File: src/rtl/nrdiv_pkg.sv
package nrdiv_pkg;
    parameter int unsigned OPW = 15;           // operand and quotient magnitude width
    localparam int unsigned RW  = OPW + 2;     // signed remainder width (covers 2*|r| + D)
    localparam int unsigned OW  = OPW + 1;     // signed result width
    localparam int unsigned LAT = OPW + 1;     // quotient stages plus sign stage

    typedef struct packed {
        logic                 vld;
        logic                 neg;
        logic [OPW-1:0]       den;
        logic signed [RW-1:0] rem;
        logic [OPW-1:0]       qb;
    } lane_t;
endpackage

File: src/rtl/nrdiv_step.sv
module nrdiv_step
    import nrdiv_pkg::*;
(
    input  logic  clk,
    input  logic  rst_n,
    input  lane_t lane_i,
    output lane_t lane_o
);
    lane_t lane_d, lane_q;
    logic signed [RW-1:0] twice;
    logic signed [RW-1:0] dext;

    always_comb begin
        lane_d = lane_i;
        twice  = lane_i.rem <<< 1;
        dext   = signed'({2'b00, lane_i.den});
        // previous bit 1 (rem >= 0): subtract next halved divisor, else add
        if (!lane_i.rem[RW-1]) lane_d.rem = twice - dext;
        else                   lane_d.rem = twice + dext;
        lane_d.qb = {lane_i.qb[OPW-2:0], ~lane_d.rem[RW-1]};
    end

    always_ff @(posedge clk) begin
        if (!rst_n) lane_q <= '0;
        else        lane_q <= lane_d;
    end

    assign lane_o = lane_q;
endmodule

File: src/rtl/nrdiv_sign_out.sv
module nrdiv_sign_out
    import nrdiv_pkg::*;
(
    input  logic          clk,
    input  logic          rst_n,
    input  lane_t         lane_i,
    output logic          vld_o,
    output logic [OW-1:0] val_o
);
    typedef struct packed {
        logic          vld;
        logic [OW-1:0] val;
    } res_t;

    res_t res_d, res_q;
    logic [OW-1:0] mag;

    always_comb begin
        mag       = {1'b0, lane_i.qb};
        res_d.vld = lane_i.vld;
        res_d.val = lane_i.neg ? (~mag + OW'(1)) : mag;
    end

    always_ff @(posedge clk) begin
        if (!rst_n) res_q <= '0;
        else        res_q <= res_d;
    end

    assign vld_o = res_q.vld;
    assign val_o = res_q.val;
endmodule

File: src/rtl/nrdiv_frac_pipe.sv
module nrdiv_frac_pipe
    import nrdiv_pkg::*;
(
    input  logic        clk,
    input  logic        rst_n,
    input  logic        op_vld,
    input  logic        op_neg,
    input  logic [14:0] op_num,
    input  logic [14:0] op_den,
    output logic        res_vld,
    output logic [15:0] res_val
);
    lane_t chain [0:OPW];

    always_comb begin
        chain[0].vld = op_vld;
        chain[0].neg = op_neg;
        chain[0].den = op_den;
        chain[0].rem = signed'({2'b00, op_num});  // first step: 2t - D, i.e. t - D/2
        chain[0].qb  = '0;
    end

    for (genvar k = 0; k < OPW; k++) begin : g_stage
        nrdiv_step u_step (
            .clk    (clk),
            .rst_n  (rst_n),
            .lane_i (chain[k]),
            .lane_o (chain[k+1])
        );
    end

    nrdiv_sign_out u_out (
        .clk    (clk),
        .rst_n  (rst_n),
        .lane_i (chain[OPW]),
        .vld_o  (res_vld),
        .val_o  (res_val)
    );
endmodule

File: config.mk
export PLATFORM = sky130hd
export DESIGN_NAME = nrdiv_frac_pipe
export DESIGN_NICKNAME = d
export VERILOG_FILES = /design/src/rtl/nrdiv_pkg.sv /design/src/rtl/nrdiv_step.sv /design/src/rtl/nrdiv_sign_out.sv /design/src/rtl/nrdiv_frac_pipe.sv
export SDC_FILE = /design/constraint.sdc
export NUM_CORES = 1
export LEC_CHECK = 0
export ABC_AREA = 1
export BUFFER_PORTS_ARGS = -buffer_cell sky130_fd_sc_hd__buf_2
export CAP_MARGIN = 20
export CORE_ASPECT_RATIO = 0.8
export CORE_MARGIN = 2
export CORE_UTILIZATION = 43
export DETAILED_ROUTE_END_ITERATION = 10
export PLACE_DENSITY = 0.6
export SLEW_MARGIN = 30
export SYNTH_ARGS = -nofsm -noshare
export SYNTH_HDL_FRONTEND = slang
export SYNTH_SLANG_ARGS = --single-unit
File: constraint.sdc
create_clock -name clk -period 3.7 [get_ports clk]
set_input_delay 0.74 -clock clk [delete_from_list [all_inputs] [get_ports clk]]
set_output_delay 0.74 -clock clk [all_outputs]
set_load 0.05 [all_outputs]
# Yosys cells after proc, flatten, opt, wreduce, memory -nomap -nowiden

Index checks and enable logic that the tools add are counted.

Add/sub/neg operators: 30
Mux-type cells: 15
Bitwise operators: 16
Reductions and logical operators: 1

Operator list:

| kind                                          | count |
|---|---|
| adder 17 x 16 -> 17 bit                       | 14 |
| 2-to-1 mux 17 bit                             | 14 |
| subtractor 17 x 16 -> 17 bit                  | 14 |
| subtractor 16 x 15 -> 17 bit                  | 1 |
| adder 16 x 1 -> 16 bit, second input constant | 1 |
| inverter 15 -> 16 bit                         | 1 |
| 2-to-1 mux 15 bit                             | 1 |
| inverter 1 bit                                | 15 |
| AND reduction 2 bit                           | 1 |

Flip-flop bits (word level): 615
Bits of input ports: 34
Output and inout bits: 17
Word-level logic and storage cells: 138

# Logic depth before layout (Yosys ltp)

Word-level depth: 3
Gate-level depth with buffers: 15
Gate-level depth less buffers: 14

# Modules after synthesis

Synthesis repeated with hierarchy kept, for this count alone.

Cell total of the unflattened synthesis: 8142
Area, all modules: 49864.1 sq um

Modules (own cells, without submodules):

| module                              | times used | cells each | area an instance (sq um) | sequential area each (sq um) |
|---|---|---|---|---|
| nrdiv_step (g_stage[3].u_step ...)  | 7          | 542        | 3291.9                   | 960.9 |
| nrdiv_step (g_stage[0].u_step ...)  | 6          | 528        | 3246.9                   | 960.9 |
| nrdiv_step (g_stage[10].u_step ...) | 2          | 528        | 3243.1                   | 960.9 |
| nrdiv_sign_out                      | 1          | 123        | 849.6                    | 340.3 |
| nrdiv_frac_pipe                     | 1          | 1          | 3.8                      | 0.0 |

# Least setup slack after synthesis

Ideal clock, no wire load.

Kind: input to register
From: input port op_den[0]
To: register g_stage[0].u_step.lane_q (netlist bit g_stage[0].u_step.lane_o[29])
Library setup time: 115 ps
Arrival: 1876 ps
Data required time: 3585 ps
Path slack: 1709 ps
Cell stages on the path: 10
Buffers on the path: 0
Cell sequence: inv_1 > fa_1 > nand3_1 > nand2_1 > a21oi_1 > nor2_1 > nand3_1 > nand3_1 > nand2_1 > nor2_1

Word-level cells in the longest chain between the ends: 1

RTL lines:

| what                         | RTL line             | source |
|---|---|---|
| start, declared              | nrdiv_frac_pipe.sv:9 | `input logic [14:0] op_den,` |
| subtractor 16 x 15 -> 17 bit | nrdiv_step.sv:18     | `if (!lane_i.rem[RW-1]) lane_d.rem = twice - dext;` |
| end signal, assigned         | nrdiv_step.sv:25     | `else lane_q <= lane_d;` |
| end, declared                | nrdiv_step.sv:9      | `lane_t lane_d, lane_q;` |

Every way passes these cells.
A chain may end at the register's enable or synchronous reset.

# Worst setup path after layout

From: register u_out.res_q (netlist bit u_out.val_o[9])
To: output port res_val[9]

RTL lines:

| what                   | RTL line              | source |
|---|---|---|
| start, declared        | nrdiv_sign_out.sv:15  | `res_t res_d, res_q;` |
| start signal, assigned | nrdiv_sign_out.sv:26  | `else res_q <= res_d;` |
| end, declared          | nrdiv_frac_pipe.sv:11 | `output logic [15:0] res_val` |

No word-level cell between the ends.

==> summary.md <==
| Metric | Value |
|---|---|
| Top-count cell post-synth | nand2_1 |
| Chip Width | between 300 and 400 µm |
| First-pass GRT wire length | around 180,000 µm |
| Skew final | approximately 0.037 ns |
| Post-Synth Simple-Gate Area | between 30 and 40% |
| Critical R2R Capture | g_stage[7].u_step.lane_o[28] |
| Worst R2R Setup Slack | between 1.5 and 2 ns |
| Sequential cell area | between 10,000 and 15,000 µm² |
| Crit start category | register |
| Worst endpoint data arrival time | 1.50 ns |
| Adder-cell share of the synthesized area | a little over an eighth |
| Largest family of logic cells by synthesized area | simple AND/OR/NAND/NOR gates |
| Critical path origin | u_out.val_o[9] |
| I/O pin count | slightly above 50 |
| Layout cells sized above 1 | 2.86% |
| Post-CTS resize count | 0 |
| Reg2reg start | g_stage[6].u_step.lane_o[40] |
| Max-cap violations | 0 |
| YS warnings | 0 |
| Critical path type | register to output pin |
| Post-synthesis mux area share | 0% |
| Buffers & Inverters on Critical Path | 1 |
| Clk sinks | ~600 |
| Worst R2R Path Depth | 12 |
| TritonCTS clock tree | built |
| Initial Utilization | 43.5% |
| Via count | roughly 38,000 |
| Tightest Pin Transition | ~0.83 ns |
| N_diodes | 0 |
| Clk Latency, worst-skew pair | between 0.6 and 0.7 ns |
| Mean Syn Cell Area | 6.10 µm² |
| Root Buffer | clkbuf_16 |
| Grt total ovfl | 0 |
| CTS Hold Bufs | 0 |
| CP Max Fanout | 1 |
| Post-synthesis cell count | slightly below 7,000 |
| Vias in the first global route | 34,766 |
| Synth area leader | dfxtp_1 |
| # rows | 101 |
| Fin Setup TNS | 0 ns |
| RSZ-0062 raised after global routing | no |
| Slew Viols, Final | 0 |
| Die ar. | around 99,000 µm² |
| Post-synth EDFFs | 0 |
| CP delay by family, top | flip-flops |
| Post-Syn Area | 41,400 µm² |
| Hold Vio Cnt, Final | 0 |
| Commonest cells post-synth | 2,162 x nand2_1, 1,420 x inv_1, 661 x nor2_1 |
| VDD IR-drop max | roughly 0.35 mV |
| Number of filler cells placed in the layout | around 10,000 |
| Result of the run | finished, final reports clean |
| Synth Flop Type | dfxtp_1 |
| Crit. End Element | output pin |
| Xor/xnor cell area share of the yosys netlist | less than 1% |
| Min-delay worst type | primary input to register |
| Area delta synth->final | 7.94% |
| Final hold slack | around 0.27 ns |
| Slowest-stage cell, CP | dfxtp_1 |
| Worst slew margin | 44.5% |
| Post-CTS setup buffers | 0 |
| Lkg Pwr | roughly 27 nW |
| Period utilization | around three fifths |
| Reg clk slew, reported paths | about 0.060 ns |
| CTS Buf Count | slightly below 70 |
| Die Y | between 200 and 300 µm |
| Req. time, crit path | slightly below 3 ns |
| DR iter-0 viols | 2,686 |
| Syn Nets | just over 7,000 |
| Share of flip-flops with an asynchronous set or reset | 0% |
| Final min period | approximately 2.2 ns |
| Critical-path cell list | buf_2 |
| WL final | about 110,000 µm |
| I/O Buffers | 50 |
| HPWL after DPL | roughly 85,000 µm |
| Worst path depth | 1 |
| # H-tree levels | 3 |
| Largest net degree at the start of global routing | 200 |
| Number of remaining DRC errors | 0 |
| CP Capture Point | res_val[9] |
| Synth Area in Compound Gates | 8.27% |
| TritonRoute pass-1 iters | 5 |
| Post-synth top area share | 29.0% |
| Post-synth cell types | 38 |
| Routability cong. | roughly 0.90 |
| #FFs+latches synth | ~600 |
| Routed len/inst | around 13 µm |
| Slowest stage delay, CP | ~0.5 ns |
| Final net count | 7,207 |
| Core area | ~95,000 µm² |
| Sequential area share after synthesis | about 29% |
| Final setup fails | 0 |
| Clock buffer depth | 3 |
| Footprint of the multi-input gates | 23,000 µm² |
| Top cells by area, synth | dfxtp_1 29%, nand2_1 20%, inv_1 13% |
| Via density | between 4 and 5 |
| ANT nets after route | 0 |
| Initial antenna violation count | 1 |
| Power density over the cells | between 600 and 700 nW/µm² |
| Peak Freq | roughly 0.45 GHz |
| All-layer global routing usage | between 20% and 30% |
## placed cells by master (no fill, tap or decap), types with 6 or more instances in the layout
| master | count |
|---|---|
| nand2_1 | 2162 |
| inv_1 | 1420 |
| nor2_1 | 661 |
| dfxtp_1 | 601 |
| nand3_1 | 485 |
| ha_1 | 418 |
| a21oi_1 | 356 |
| o21ai_0 | 208 |
| nor3_1 | 78 |
| clkbuf_16 | 68 |
| nand4_1 | 54 |
| o21bai_1 | 51 |
| buf_2 | 49 |
| nand3b_1 | 15 |
| buf_4 | 15 |
| fa_1 | 14 |
| xor2_1 | 13 |
| clkbuf_1 | 13 |
| clkinv_2 | 11 |
| inv_2 | 10 |
| o211ai_1 | 9 |
| clkinv_1 | 8 |
| clkbuf_8 | 6 |
## flip-flops by register name, indices dropped and copies added, names as in the netlist
signal and flops:
g_stage.u_step.lane_o 584, u_out.vld_o 1, u_out.val_o 16
## cell type report
cell class | instances | area share, %
multi-input combinational | 4562 | 51.5
sequential | 601 | 26.9
inverter | 1439 | 12.1
clock buffer | 87 | 4.10
tap | 1287 | 3.60
timing repair buffer | 69 | 1.01
clock inverter | 28 | 0.834
## worst min-delay path by stage
stage,start,endpoint,slack (ns),cells after the start
4_1_cts,op_den[12],g_stage[0].u_step.lane_o[44],0.24,3
2_1_floorplan,g_stage[9].u_step.lane_o[9],g_stage[10].u_step.lane_o[10],0.39,2
5_1_grt,op_den[5],g_stage[0].u_step.lane_o[37],0.27,3
3_3_place_gp,g_stage[12].u_step.lane_o[12],g_stage[13].u_step.lane_o[13],0.39,2
3_5_place_dp,g_stage[3].u_step.lane_o[47],g_stage[4].u_step.lane_o[47],0.40,2
6_report,op_den[12],g_stage[0].u_step.lane_o[44],0.27,3
## metrics by stage
step | cell area [µm²] | std cells | total power [mW] | utilization [%] | worst slack (ns)
after floorplan | 41400 | 6791 | 17.7 | - | 1.71
after global placement | 42500 | 7958 | 20.6 | 44.7 | 1.35
after detailed placement | 42500 | 7958 | 20.6 | 44.7 | 1.38
after CTS | 44700 | 8073 | 27.4 | 47.0 | 1.41
after global routing | 44700 | 8073 | 29.8 | 47.0 | 1.36
final | 44700 | 8073 | 27.3 | 47.0 | 1.46
## power breakdown
group          internal [mW]  total (mW)  switching, mW
combinational           4.16        12.6           8.45
clock                   3.72        6.63           2.91
sequential              7.38        8.08          0.695
total                   15.3        27.3           12.1
## logic make-up after synthesis
logic type | count (synthesis)
compound gates | 646
xor+xnor | 14
buf+inv | 1628
flops | 601
simple gates | 3470
fa+ha+maj | 432
## layer usage
layer	global-route usage, %	routed length, µm	up-vias
met4	5.32	2300	0
met1	31.0	54000	16939
met2	34.6	46600	758
li1	-	-	20449
met5	0	0	-
met3	2.74	5070	130
Note: power is estimated with default switching activity, not from simulation.
